[config.mk]
export PLATFORM = sky130hd
export DESIGN_NAME = branch_resolve_unit
export DESIGN_NICKNAME = d
export VERILOG_FILES = /design/src/rtl/brj_pkg.sv /design/src/rtl/brj_cond_eval.sv /design/src/rtl/brj_target_gen.sv /design/src/rtl/brj_link_gen.sv /design/src/rtl/branch_resolve_unit.sv
export SDC_FILE = /design/constraint.sdc
export NUM_CORES = 1
export LEC_CHECK = 0
export CORE_MARGIN = 2
export CORE_UTILIZATION = 44
export DETAILED_ROUTE_END_ITERATION = 16
export PLACE_DENSITY_LB_ADDON = 0.05
export SLEW_MARGIN = 20
export SYNTH_ARGS = -nofsm -noshare
export SYNTH_HDL_FRONTEND = slang
export SYNTH_HIERARCHICAL = 1
export SYNTH_SLANG_ARGS = --single-unit
[constraint.sdc]
create_clock -name clk -period 3.45 [get_ports clk]
set_input_delay 0.69 -clock clk [delete_from_list [all_inputs] [get_ports clk]]
set_output_delay 0.69 -clock clk [all_outputs]
set_load 0.005 [all_outputs]
[src/rtl/brj_pkg.sv]
// Package: class codes and shared constants of the branch resolution unit.
// Assumes a 4-bit class field; codes 13..15 are undefined and act as "none".
package brj_pkg;
    localparam int CLS_W = 4;

    localparam logic [CLS_W-1:0] CLS_NONE        = 4'd0;
    localparam logic [CLS_W-1:0] CLS_JABS        = 4'd1;
    localparam logic [CLS_W-1:0] CLS_JABS_LINK   = 4'd2;
    localparam logic [CLS_W-1:0] CLS_JREG        = 4'd3;
    localparam logic [CLS_W-1:0] CLS_JREG_LINK   = 4'd4;
    localparam logic [CLS_W-1:0] CLS_BR_EQ       = 4'd5;
    localparam logic [CLS_W-1:0] CLS_BR_NE       = 4'd6;
    localparam logic [CLS_W-1:0] CLS_BR_LTZ      = 4'd7;
    localparam logic [CLS_W-1:0] CLS_BR_GEZ      = 4'd8;
    localparam logic [CLS_W-1:0] CLS_BR_GTZ      = 4'd9;
    localparam logic [CLS_W-1:0] CLS_BR_LEZ      = 4'd10;
    localparam logic [CLS_W-1:0] CLS_BR_LTZ_LINK = 4'd11;
    localparam logic [CLS_W-1:0] CLS_BR_GEZ_LINK = 4'd12;

    // Decoded view of one class code, shared by the sub-units.
    typedef struct packed {
        logic is_cond;    // conditional branch
        logic is_jabs;    // absolute jump
        logic is_jreg;    // register jump
        logic link_fix;   // links to the fixed return register
        logic link_rd;    // links to rd
    } cls_dec_t;

    // Turn a class code into its decoded flags.
    function automatic cls_dec_t decode_class(input logic [CLS_W-1:0] c);
        cls_dec_t d;
        d = '0;
        case (c)
            CLS_JABS:        d.is_jabs = 1'b1;
            CLS_JABS_LINK:   begin d.is_jabs = 1'b1; d.link_fix = 1'b1; end
            CLS_JREG:        d.is_jreg = 1'b1;
            CLS_JREG_LINK:   begin d.is_jreg = 1'b1; d.link_rd = 1'b1; end
            CLS_BR_EQ, CLS_BR_NE, CLS_BR_LTZ,
            CLS_BR_GEZ, CLS_BR_GTZ, CLS_BR_LEZ: d.is_cond = 1'b1;
            CLS_BR_LTZ_LINK,
            CLS_BR_GEZ_LINK: begin d.is_cond = 1'b1; d.link_fix = 1'b1; end
            default:         d = '0;
        endcase
        return d;
    endfunction
endpackage

[src/rtl/brj_cond_eval.sv]
// Module: evaluates the condition of a conditional branch class.
// Assumes operands are two's-complement; output is 0 for non-branch classes.
module brj_cond_eval
    import brj_pkg::*;
#(
    parameter int XLEN = 32
) (
    input  logic [CLS_W-1:0] op_class,
    input  logic [XLEN-1:0]  rs_val,
    input  logic [XLEN-1:0]  rt_val,
    output logic             cond_true
);
    logic rs_neg;
    logic rs_zero;
    logic ops_equal;

    // Primitive comparisons shared by all conditions.
    always_comb begin
        rs_neg    = rs_val[XLEN-1];
        rs_zero   = (rs_val == '0);
        ops_equal = (rs_val == rt_val);
    end

    // Select the condition for the class.
    always_comb begin
        case (op_class)
            CLS_BR_EQ:                    cond_true = ops_equal;
            CLS_BR_NE:                    cond_true = !ops_equal;
            CLS_BR_LTZ, CLS_BR_LTZ_LINK:  cond_true = rs_neg;
            CLS_BR_GEZ, CLS_BR_GEZ_LINK:  cond_true = !rs_neg;
            CLS_BR_GTZ:                   cond_true = !rs_neg && !rs_zero;
            CLS_BR_LEZ:                   cond_true = rs_neg || rs_zero;
            default:                      cond_true = 1'b0;
        endcase
    end
endmodule

[src/rtl/brj_target_gen.sv]
// Module: forms the post-delay-slot fetch address and the misalignment flag.
// Assumes word-aligned instructions; the absolute jump keeps the PC bits above
// the shifted index, branch bases are the delay-slot address PC+4.
module brj_target_gen
    import brj_pkg::*;
#(
    parameter int XLEN = 32,
    parameter int OFFW = 16,
    parameter int IDXW = 26
) (
    input  logic [XLEN-1:0] pc_in,
    input  logic [XLEN-1:0] rs_val,
    input  logic [OFFW-1:0] br_offset,
    input  logic [IDXW-1:0] jump_index,
    input  cls_dec_t        dec,
    input  logic            take,
    output logic [XLEN-1:0] next_pc,
    output logic            misalign
);
    localparam int KEEP_HI = XLEN - IDXW - 2;
    localparam int EXT_W   = XLEN - OFFW - 2;

    logic [XLEN-1:0] seq_pc;
    logic [XLEN-1:0] slot_pc;
    logic [XLEN-1:0] br_dest;
    logic [XLEN-1:0] abs_dest;

    // Candidate addresses for each kind of transfer.
    always_comb begin
        slot_pc  = pc_in + XLEN'(4);
        seq_pc   = pc_in + XLEN'(8);
        br_dest  = slot_pc + {{EXT_W{br_offset[OFFW-1]}}, br_offset, 2'b00};
        abs_dest = {pc_in[XLEN-1 -: KEEP_HI], jump_index, 2'b00};
    end

    // Pick the resume address and flag unaligned register targets.
    always_comb begin
        next_pc = seq_pc;
        if (take) begin
            if (dec.is_jabs)      next_pc = abs_dest;
            else if (dec.is_jreg) next_pc = rs_val;
            else                  next_pc = br_dest;
        end
        misalign = dec.is_jreg && (rs_val[1:0] != 2'b00);
    end
endmodule

[src/rtl/brj_link_gen.sv]
// Module: produces the return-address write request.
// Assumes the fixed return register index is a parameter and that index 0 is
// a hardwired zero register, so a write to it is dropped here.
module brj_link_gen
    import brj_pkg::*;
#(
    parameter int XLEN     = 32,
    parameter int REGW     = 5,
    parameter int LINK_REG = 31
) (
    input  logic [XLEN-1:0] pc_in,
    input  logic [REGW-1:0] rd_idx,
    input  cls_dec_t        dec,
    output logic            link_we,
    output logic [REGW-1:0] link_idx,
    output logic [XLEN-1:0] link_val
);
    logic [REGW-1:0] want_idx;
    logic            want_we;

    // Choose the destination register for the link.
    always_comb begin
        want_idx = '0;
        want_we  = 1'b0;
        if (dec.link_fix) begin
            want_idx = REGW'(LINK_REG);
            want_we  = 1'b1;
        end else if (dec.link_rd) begin
            want_idx = rd_idx;
            want_we  = 1'b1;
        end
    end

    // Suppress writes to register 0 and zero the idle port.
    always_comb begin
        link_we  = want_we && (want_idx != '0);
        link_idx = link_we ? want_idx : '0;
        link_val = link_we ? (pc_in + XLEN'(8)) : '0;
    end
endmodule

[src/rtl/branch_resolve_unit.sv]
// Module: top of the branch and jump resolution unit.
// Decodes the class, evaluates the condition, forms the resume address and the
// link request, and registers all results (one cycle latency, sync low reset).
// Assumes one delay slot after every control transfer.
module branch_resolve_unit
    import brj_pkg::*;
#(
    parameter int XLEN     = 32,
    parameter int OFFW     = 16,
    parameter int IDXW     = 26,
    parameter int REGW     = 5,
    parameter int LINK_REG = 31
) (
    input  logic             clk,
    input  logic             rst_n,
    input  logic [XLEN-1:0]  pc_in,
    input  logic [XLEN-1:0]  rs_val,
    input  logic [XLEN-1:0]  rt_val,
    input  logic [OFFW-1:0]  br_offset,
    input  logic [IDXW-1:0]  jump_index,
    input  logic [REGW-1:0]  rd_idx,
    input  logic [CLS_W-1:0] op_class,
    output logic             taken,
    output logic [XLEN-1:0]  next_pc,
    output logic             link_we,
    output logic [REGW-1:0]  link_idx,
    output logic [XLEN-1:0]  link_val,
    output logic             misalign
);
    cls_dec_t        dec;
    logic            cond_true;
    logic            take_c;
    logic [XLEN-1:0] next_pc_c;
    logic            misalign_c;
    logic            link_we_c;
    logic [REGW-1:0] link_idx_c;
    logic [XLEN-1:0] link_val_c;

    // Decode the class and merge unconditional and conditional transfers.
    always_comb begin
        dec    = decode_class(op_class);
        take_c = dec.is_jabs || dec.is_jreg || (dec.is_cond && cond_true);
    end

    brj_cond_eval #(.XLEN(XLEN)) u_cond (
        .op_class  (op_class),
        .rs_val    (rs_val),
        .rt_val    (rt_val),
        .cond_true (cond_true)
    );

    brj_target_gen #(.XLEN(XLEN), .OFFW(OFFW), .IDXW(IDXW)) u_target (
        .pc_in      (pc_in),
        .rs_val     (rs_val),
        .br_offset  (br_offset),
        .jump_index (jump_index),
        .dec        (dec),
        .take       (take_c),
        .next_pc    (next_pc_c),
        .misalign   (misalign_c)
    );

    brj_link_gen #(.XLEN(XLEN), .REGW(REGW), .LINK_REG(LINK_REG)) u_link (
        .pc_in    (pc_in),
        .rd_idx   (rd_idx),
        .dec      (dec),
        .link_we  (link_we_c),
        .link_idx (link_idx_c),
        .link_val (link_val_c)
    );

    // Output register stage with synchronous active-low reset.
    always_ff @(posedge clk) begin
        if (!rst_n) begin
            taken    <= 1'b0;
            next_pc  <= '0;
            link_we  <= 1'b0;
            link_idx <= '0;
            link_val <= '0;
            misalign <= 1'b0;
        end else begin
            taken    <= take_c;
            next_pc  <= next_pc_c;
            link_we  <= link_we_c;
            link_idx <= link_idx_c;
            link_val <= link_val_c;
            misalign <= misalign_c;
        end
    end
endmodule

# Yosys cells after proc, flatten, opt, wreduce, memory -nomap -nowiden
# Cells that the tools add are included.
# Widths: inputs -> output; s select.
# totals
reg_bits	72
out_inout_bits	72
wordCells	55
# classes
n_addsub	3
n_eq_ne	13
muxes	13
reduce_logical	20
# ops
operator	n
$mux 32	3
$add 32x3->32 const B	1
$add 32x32->32	1
$add 32x4->32 const B	1
$eq 32x32->1	1
$logic_not 32->1	1
$eq 4x4->1 const B	5
$eq 4x3->1 const B	4
$mux 5	2
$eq 4x2->1 const B	2
$reduce_or 2->1	4
$reduce_or 8->1	1
$mux 1	7
$pmux 1 s6	1
$reduce_bool 5->1	1
$eq 4x1->1 const B	1
$logic_and 1x1->1	4
$logic_not 1->1	3
$logic_or 1x1->1	3
$reduce_or 3->1	1
$reduce_and 2->1	1
$reduce_bool 2->1	1

# Depth between registers and ports, before layout
# Gate-level depths: netlist of run 1.
# logic_depth
depth_word	7
depth_mapped	17
ltp_nobuf	14

# By module
# Netlist of run 1, hierarchy kept.
# modules_own_cells
mod	instances	cells_each	area_per_inst_um2	seq_area_each_um2
brj_target_gen	1	540	3609.7	0.0
branch_resolve_unit	1	172	2078.2	1441.4
brj_link_gen	1	132	803.3	0.0
brj_cond_eval	1	66	531.8	0.0

# Worst setup path before layout of run 1
# No wires, ideal clock.
# synth_path
path_kind	input -> register
start	input rs_val[26]
end	register next_pc[18]
setup_time_ps	115
arrival_time_ps	3327
slack_ps	8
cell_stages	15
n_path_buf	1
path_cell_list	nor4_1 nand4_1 a2111oi_1 o31ai_1 nand3b_1 nand2b_1 a211oi_1 buf_2 nor2b_1 nand2_1 or3_1 or3_1 o2111ai_1 nor3b_1 and2_1
# synth_between
elab_chain_cells	7
elab_cells_between_ends	10
# synth_lines
element	line	text
start, declared	branch_resolve_unit.sv:17	input logic [XLEN-1:0] rs_val,
$logic_not 32->1	brj_cond_eval.sv:20	rs_zero = (rs_val == '0);
$logic_not 1->1	brj_cond_eval.sv:31	CLS_BR_GTZ: cond_true = !rs_neg && !rs_zero;
$logic_and 1x1->1	brj_cond_eval.sv:31	
$pmux 1 s6 (*)	brj_cond_eval.sv:26	case (op_class)
named net cond_true	branch_resolve_unit.sv:31	logic cond_true;
$logic_and 1x1->1 (*)	branch_resolve_unit.sv:42	take_c = dec.is_jabs || dec.is_jreg || (dec.is_cond && cond_true);
$logic_or 1x1->1 (*)	branch_resolve_unit.sv:42	
named net take_c	branch_resolve_unit.sv:32	logic take_c;
$mux 32 (*)	brj_target_gen.sv:39	if (take) begin
named net next_pc_c[18]	branch_resolve_unit.sv:33	logic [XLEN-1:0] next_pc_c;
end signal, assigned	branch_resolve_unit.sv:83	next_pc <= next_pc_c;
end, declared	branch_resolve_unit.sv:24	output logic [XLEN-1:0] next_pc,
# The timed path passes the listed nets; every way through them passes the cells marked *.
# A chain may end at the register's enable or synchronous reset.

# Worst setup path in the final report of run 1
# layout_path
start	input rt_val[30]
end	register next_pc[18]
# layout_between
elab_chain_cells	6
# layout_lines
element	line	text
start, declared	branch_resolve_unit.sv:18	input logic [XLEN-1:0] rt_val,
$eq 32x32->1 (*)	brj_cond_eval.sv:21	ops_equal = (rs_val == rt_val);
$logic_not 1->1	brj_cond_eval.sv:28	CLS_BR_NE: cond_true = !ops_equal;
$pmux 1 s6 (*)	brj_cond_eval.sv:26	
named net cond_true	branch_resolve_unit.sv:31	
$logic_and 1x1->1 (*)	branch_resolve_unit.sv:42	
$logic_or 1x1->1 (*)	branch_resolve_unit.sv:42	
named net take_c	branch_resolve_unit.sv:32	
$mux 32 (*)	brj_target_gen.sv:39	
named net next_pc_c[18]	branch_resolve_unit.sv:33	
# Marked as above.

==> flow_metrics.tcl, run 1 <==
set metrics [dict create \
    status "finished, violations left" \
    crit_type "input port to flop" \
    endpoint_kind "flop" \
    die_area_mm2 0.0170 \
    post-place-ws_ns -0.692 \
    synth_area_per_cell_um2 7.72 \
    num_io_pins 221 \
    seqCellArea_mm2 0.00144 \
    routed_wl_um 29000 \
    period_share_pct 101 \
    tritoncts "built" \
    cts.clk_slew.worst_paths_ns 0.07 \
    p_per_area_mw_per_mm2 328 \
    power.total_w 0.00368 \
    cp_slowest_stage_delay_ns 0.36 \
    final_cell_mix "buf_4, clkdlybuf4s50_1, and2_1, nand2_1, dfxtp_1" \
    fin_cells 1499 \
    die_w_um 130 \
    clock_path_buffers 2 \
    worst-path-buf-inv 2 \
    first_global_vias 7992 \
    startpoint_type "input port" \
    worst_ep_arrival_time_ns 3.71 \
    drtAntennaViolNets 0 \
    start_util_pct 44.6 \
    first_iter_violations 724 \
    dp.cells 1474 \
    holdCritStartpoint "rs_val[0]" \
    hpwl_um 23600 \
    crit_required_ns 3.69 \
    wl_per_cell_um 19.3 \
    worst_pin_slew_ns 0.637 \
    cp_common_cell "or3_1" \
    grt_start_max_net_pins 43 \
    synthCells 909 \
    layout-drive-gt1-share_pct 22.9 \
    core_mm2 0.0157 \
    violations "setup timing" \
    peakVddDrop_uv 275 \
    drtPass1Iterations 6 \
    cts.sinks 72 \
    leakagePower_nw 4.83 \
    cp_top_family "simple AND/OR/NAND/NOR gates" \
    whs_endpoint "misalign$_SDFF_PN0_" \
    grt_overflow 0 \
    drv_cap 0 \
    rsz0062_at_grt "true" \
    nFillCells 1326 \
    drc_errors 0 \
    groute.usage.overall_pct 34.2 \
    viasPerCell 5.63 \
    die_h_um 130 \
    syn_nets 1118 \
    globalplace.congestion 0.973 \
    netlist_area_mm2 0.00701 \
    cts_root_buf "clkbuf_16" \
    grt_pass1_wl_um 43900 \
    cts_hold_repair.buffers 0 \
    slew_headroom_pct 57.6 \
    crit_fanout 4 \
    cts_max_level 3 \
    hold_class "input port to flop" \
    path_cells "clkdlybuf4s15_1 -> xnor2_2 -> nand4_1 -> nor4_2 -> buf_4 -> nand3_1 -> nand3b_1 -> nand2b_1 -> a211oi_4 -> nor2b_4 -> nand2_2 -> or3_1 -> or3_1 -> o2111ai_2 -> nor3b_2 -> and2_1" \
    hold_path_depth 4 \
    slowest_stage "a211oi_4" \
    fin_nets 1485 \
    synth_warnings 6 \
    setup_ws_ns -0.0183 \
    multi_input_area_mm2 0.00557 \
    row_count 46 \
    setup_viol_count_final 1 \
    slew_violations 0 \
    path_depth 16 \
    area_delta_synth_final_pct 60.2 \
    port_buffers 220 \
    antenna_found_initial 2 \
    period_needed_ns 3.47 \
    vias 8445 \
    cts_made_buffers 9 \
    final_common_cell "buf_4" \
    fmax_mhz 288 \
    hold_viol_final 0 \
]
[where the power goes]
part | switching (W) | total, W | internal (W)
Combinational | 0.000816 | 0.00168 | 0.000868
Sequential | 0.0000231 | 0.000931 | 0.000908
Clock | 0.000424 | 0.00107 | 0.000641
[through the flow]
step                utilization [%]  hold WS, ns  instance area [um2]  TNS (ns)
detailed placement             67.7         1.29                10600    -13.02
CTS                            70.6        0.930                11100         0
global route                   71.5        0.877                11200    -0.129
finish                         71.5        0.821                11200   -0.0183
floorplan                         -        0.817                 7010         0
global placement               67.7         1.27                10600    -12.42
[tightest hold or removal path: stages]
cell and delay (ns):
clkbuf_2 0.12, buf_6 0.12, o21a_1 0.10, and2_1 0.11
[layer usage]
metal,share of wire [%],global-route usage [%]
met1,44,45.1
met2,47,56.3
met3,7.0,6.23
met4,2.5,11.8
met5,0,0
[repair_timing]
| action | 4_1_cts | 5_1_grt |
|---|---|---|
| pin swaps | 29 | 40 |
| gates cloned | 0 | 0 |
| setup buffers | 3 | 4 |
| setup endpoints to repair | 22 | 19 |
| resized for setup | 79 | 115 |
[flip-flops by register name, indices dropped and copies added, names as in the netlist]
signal / count
link_idx: 5
misalign: 1
taken: 1
next_pc: 32
link_we: 1
link_val: 32
[worst max path at each step]
stage                    start                      to  slack (ns)
detailed placement  rs_val[18]  next_pc[24]$_SDFF_PN0_       -0.69
global placement    rs_val[30]  next_pc[24]$_SDFF_PN0_       -0.62
floorplan           rs_val[26]  next_pc[18]$_SDFF_PN0_       0.008
CTS                 rs_val[29]  next_pc[18]$_SDFF_PN0_       0.001
global route        rt_val[30]  next_pc[18]$_SDFF_PN0_       -0.13
finish              rt_val[30]  next_pc[18]$_SDFF_PN0_       -0.02
[final cells by class]
class	count	share of cell area (%)
diodes	2	0.0445
clock buffers	9	2.00
clock inverters	7	0.913
inverters	22	0.735
multi-input cells	766	49.6
flip-flops and latches	72	12.8
well taps	216	2.41
repair buffers	405	31.5
Note: power is estimated with default switching activity, not from simulation.
==> run 2: changes to the inputs <==
--- a/config.mk
+++ b/config.mk
@@ -5,7 +5,6 @@
 export SDC_FILE = /design/constraint.sdc
 export NUM_CORES = 1
 export LEC_CHECK = 0
-export CORE_MARGIN = 2
 export CORE_UTILIZATION = 44
 export DETAILED_ROUTE_END_ITERATION = 16
 export PLACE_DENSITY_LB_ADDON = 0.05
==> flow_metrics.tcl, run 2 (synthesized netlist as in run 1, its figures left out) <==
set metrics [dict create \
    row_count 45 \
    setup_viol_count_final 0 \
    status "finished, final reports clean" \
    hold_viol_final 0 \
    final_cell_mix "buf_4, clkdlybuf4s50_1, and2_1, nand2_1, dfxtp_1" \
    first_global_vias 7896 \
    whs_endpoint "link_val[2]$_SDFF_PN0_" \
    final_common_cell "buf_4" \
    path_cells "buf_8 -> nor4_4 -> nand4_1 -> buf_4 -> o2111a_1 -> o31ai_1 -> nand3b_1 -> nor2b_2 -> a211oi_4 -> buf_6 -> buf_6 -> nor2b_4 -> nand4_2 -> mux2i_1 -> o211ai_1 -> a311oi_2 -> and2_1" \
    cp_slowest_stage_delay_ns 0.30 \
    die_area_mm2 0.0165 \
    place_area_mm2 0.0106 \
    die_w_um 128 \
    hold-worst-slack_ns 0.736 \
    drv_cap 0 \
    path_depth 17 \
    hpwl_um 23400 \
    route.met2.wl_um 13300 \
    wl_met3_um 2060 \
    first_iter_violations 793 \
    holdCritStartpoint "pc_in[2]" \
    wl_met1_um 12600 \
    worst_pin_slew_ns 0.708 \
    drtPass1Iterations 5 \
    leakagePower_nw 4.90 \
    startpoint_type "input port" \
    fin_cells 1490 \
    fin_nets 1483 \
    slew_headroom_pct 52.4 \
    crit_fanout 5 \
    period_share_pct 98.7 \
    cts_root_buf "clkbuf_16" \
    grt_overflow 0 \
    cts_hold_repair.buffers 0 \
    vias 8515 \
    num_antenna_cells 0 \
    hold_class "input port to flop" \
    layout-drive-gt1-share_pct 23.4 \
    wl_per_cell_um 19.5 \
    dp.cells 1463 \
    die_h_um 128 \
    num_io_pins 221 \
    slew_violations 0 \
    peakVddDrop_uv 283 \
    groute.usage.overall_pct 35.2 \
    viasPerCell 5.71 \
    port_buffers 220 \
    grt_start_max_net_pins 38 \
    slowest_stage "nor4_4" \
    design_area_mm2 0.0113 \
    globalplace.congestion 0.947 \
    endpoint_kind "flop" \
    routed_wl_um 29100 \
    crit_required_ns 3.74 \
    crit_type "input port to flop" \
    antenna_found_initial 1 \
    area_delta_synth_final_pct 61.4 \
    nFillCells 1233 \
    clock_path_buffers 2 \
    tritoncts "built" \
    core_mm2 0.0154 \
    worst_ep_arrival_time_ns 3.70 \
    drtAntennaViolNets 0 \
    grt_pass1_wl_um 43700 \
    cts_max_level 3 \
    highest_layer "met5" \
    p_per_area_mw_per_mm2 321 \
    hold_path_depth 3 \
    rsz0062_at_grt "true" \
    worst-path-buf-inv 4 \
    cp_top_family "simple AND/OR/NAND/NOR gates" \
    cts.sinks 72 \
    fmax_mhz 294 \
    post-route-util_pct 73.7 \
    cts_made_buffers 9 \
    cp_common_cell "buf_6" \
    largestRegisters "link_val x32, next_pc x32, link_idx x5" \
    start_util_pct 45.6 \
    period_needed_ns 3.41 \
    drc_errors 0 \
    cts.clk_slew.worst_paths_ns 0.07 \
]
run 2: changes by cell type in the layout (fill, tap and decap cells not counted), sizes merged:
cell / change
buf: +4
bufinv: -1
clkbuf: -5
clkinv: -2
diode: -2
dlygate4sd2: -8
dlymetal6s2s: +7
inv: +3
run 2: stage by stage:
step / power [W] / TNS, ns / setup WS (ns)
after floorplan: 0.00167 / 0 / 0.00792
after global placement: 0.00254 / -14.96 / -0.765
after detailed placement: 0.00255 / -17.09 / -0.893
after CTS: 0.00357 / 0 / 0.00333
after global routing: 0.00381 / -0.247 / -0.139
final: 0.00363 / 0 / 0.0449
run 2: repair_timing:
item,CTS,global route
setup buffers,4,8
gates resized for setup,70,155
endpoints found under the setup margin,27,24
endpoints found under the hold margin,0,0
pin swaps,29,50
run 2: worst max-delay path by stage:
stage | from | endpoint | slack (ns)
floorplan | rs_val[26] | next_pc[18]$_SDFF_PN0_ | 0.008
global placement | rs_val[29] | next_pc[24]$_SDFF_PN0_ | -0.76
detailed placement | rs_val[29] | next_pc[24]$_SDFF_PN0_ | -0.89
CTS | pc_in[2] | next_pc[19]$_SDFF_PN0_ | 0.003
global route | rs_val[30] | next_pc[29]$_SDFF_PN0_ | -0.14
finish | rs_val[30] | next_pc[29]$_SDFF_PN0_ | 0.04
run 2: report_power, final:
group | internal [W] | switching (W)
registers | 0.000908 | 0.0000217
clock network | 0.000576 | 0.000428
logic | 0.000876 | 0.000822
total | 0.00236 | 0.00127
run 2: cell type report:
| type | instances | area (um2) | area share (%) |
|---|---|---|---|
| sequential | 72 | 1440 | 12.7 |
| tap | 211 | 264 | 2.33 |
| inverter | 22 | 82.6 | 0.729 |
| timing repair buffer | 403 | 3590 | 31.7 |
| multi-input combinational | 766 | 5640 | 49.8 |
| clock inverter | 7 | 83.8 | 0.740 |
| clock buffer | 9 | 225 | 1.99 |
run 2: tightest hold or removal path: stages:
cell            delay (ns)
dlymetal6s2s_1        0.12
and2_1                0.13
and2_1                0.11
run 2: per-layer routing:
metal  GRT usage (%)  vias up
met2            56.6      380
met5               0        -
met3            5.88       73
li1                -     4088
met4            15.1        2
met1            46.4     3972
==> run 3: changes to the inputs <==
--- a/config.mk
+++ b/config.mk
@@ -5,9 +5,11 @@
 export SDC_FILE = /design/constraint.sdc
 export NUM_CORES = 1
 export LEC_CHECK = 0
+export CORE_ASPECT_RATIO = 0.9
 export CORE_UTILIZATION = 44
 export DETAILED_ROUTE_END_ITERATION = 16
 export PLACE_DENSITY_LB_ADDON = 0.05
+export REMOVE_ABC_BUFFERS = 1
 export SLEW_MARGIN = 20
 export SYNTH_ARGS = -nofsm -noshare
 export SYNTH_HDL_FRONTEND = slang
==> flow_metrics.tcl, run 3 (synthesized netlist as in run 1, its figures left out) <==
set metrics [dict create \
    status "finished, final reports clean" \
    slew_headroom_pct 59.7 \
    worst-path-buf-inv 4 \
    area_delta_synth_final_pct 65.5 \
    drtAntennaViolNets 0 \
    crit_type "input port to flop" \
    slowest_stage "or3_1" \
    peakVddDrop_uv 273 \
    grt_pass1_wl_um 44600 \
    setup_viol_count_final 0 \
    first_iter_violations 828 \
    die_w_um 135 \
    tritoncts "built" \
    vias 8760 \
    cts_max_level 3 \
    core_mm2 0.0155 \
    groute.usage.overall_pct 36.7 \
    met1_usage_pct 52.2 \
    clock_path_buffers 2 \
    path_cells "dlygate4sd2_1 -> xnor2_2 -> nand4_1 -> nor4_4 -> buf_4 -> a2111oi_4 -> nand3b_1 -> nand2b_1 -> a211oi_4 -> nor2b_4 -> buf_6 -> nand2b_4 -> buf_6 -> or3_1 -> mux2i_1 -> nor3_1 -> and2_1" \
    grt_overflow 0 \
    final_cell_mix "buf_4, clkdlybuf4s50_1, and2_1, nand2_1, dfxtp_1" \
    num_antenna_cells 0 \
    nFillCells 1254 \
    crit_fanout 6 \
    layout-drive-gt1-share_pct 25.7 \
    row_count 43 \
    hold_viol_final 0 \
    period_share_pct 99.8 \
    wl_per_cell_um 20.0 \
    fmax_mhz 291 \
    fin_nets 1509 \
    slew_violations 0 \
    cp_common_cell "buf_6" \
    die_area_mm2 0.0165 \
    antenna_found_initial 0 \
    cp_slowest_stage_delay_ns 0.36 \
    worst_pin_slew_ns 0.605 \
    viasPerCell 5.81 \
    globalplace.congestion 1.01 \
    drc_errors 0 \
    rsz0062_at_grt "true" \
    hold_class "input port to flop" \
    first_global_vias 7858 \
    cts_root_buf "clkbuf_16" \
    drtPass1Iterations 7 \
    hpwl_um 24300 \
    cts.sinks 72 \
    final_common_cell "buf_4" \
    grt_use_met3_pct 7.41 \
    crit_required_ns 3.70 \
    period_needed_ns 3.44 \
    startpoint_type "input port" \
    cts_made_buffers 9 \
    largestRegisters "link_val x32, next_pc x32, link_idx x5" \
    grt.met2_usage_pct 55.1 \
    fin_cells 1507 \
    leakagePower_nw 4.95 \
    drv_cap 0 \
    p_per_area_mw_per_mm2 326 \
    hold-worst-slack_ns 0.866 \
    endpoint_kind "flop" \
    worst_ep_arrival_time_ns 3.69 \
    fin_tns_setup_ns 0 \
    cts.clk_slew.worst_paths_ns 0.07 \
    grt_start_max_net_pins 40 \
    cp_top_family "simple AND/OR/NAND/NOR gates" \
    num_io_pins 221 \
    dp.cells 1480 \
    routed_wl_um 30100 \
    grt_busiest_layer "met2" \
    start_util_pct 45.3 \
    die_h_um 122 \
    port_buffers 220 \
]
[run 3: changes by cell type in the layout (fill, tap and decap cells not counted), moves of 5 or more]
| cell | delta |
|---|---|
| xnor2_1 | -7 |
| buf_6 | +6 |
| clkbuf_2 | -7 |
| dlygate4sd2_1 | +22 |
| buf_2 | +5 |
| buf_4 | +23 |
| dlymetal6s2s_1 | -25 |
[run 3: path summary, 6_finish.rpt]
check / to / startpoint / cells after the start
setup / recovery: next_pc[10]$_SDFF_PN0_ / rt_val[24] / 17
hold / removal: next_pc[3]$_SDFF_PN0_ / rs_val[3] / 6
[run 3: per-layer routing]
layer / wire length (um) / share of wire, % / vias to the layer above
met1: 13300 / 44 / 4095
met3: 2990 / 9.9 / 70
li1: - / - / 4134
met5: 0 / 0 / -
met2: 12900 / 43 / 461
met4: 932 / 3.1 / 0
[run 3: power breakdown]
part	switching, W	total, W	internal (W)
registers	0.0000235	0.000931	0.000908
logic	0.000868	0.00179	0.000923
clock network	0.000421	0.00106	0.000643
total	0.00131	0.00379	0.00247
[run 3: repair_timing]
item,CTS,global route
pin swaps,46,39
buffers inserted,7,9
hold endpoints to repair,0,0
setup endpoints to repair,27,24
hold buffers,0,0
gates resized for setup,162,107
gates cloned,0,0
[run 3: layout make-up]
class | instances | area (um2) | share of cell area [%]
clock buffers | 9 | 225 | 1.94
inverters | 22 | 82.6 | 0.711
flip-flops and latches | 72 | 1440 | 12.4
repair buffers | 429 | 3720 | 32.1
well taps | 202 | 253 | 2.18
clock inverters | 7 | 103 | 0.884
multi-input cells | 766 | 5780 | 49.8
[run 3: metrics by stage]
step                setup WS [ns]  instance area, um2  total power, W  util [%]
floorplan                   -3.19                6810         0.00164         -
global placement           -0.938               10800         0.00259      69.6
detailed placement         -0.985               10800         0.00260      69.6
CTS                       0.00129               11400         0.00372      73.7
global route               -0.191               11600         0.00397      74.9
finish                    0.00807               11600         0.00379      74.9
[run 3: tightest hold or removal path: stages]
cell and delay [ns]:
buf_6 0.09, mux2i_1 0.08, nand2_1 0.08, o211ai_1 0.08, o21ai_0 0.06, and2_1 0.11
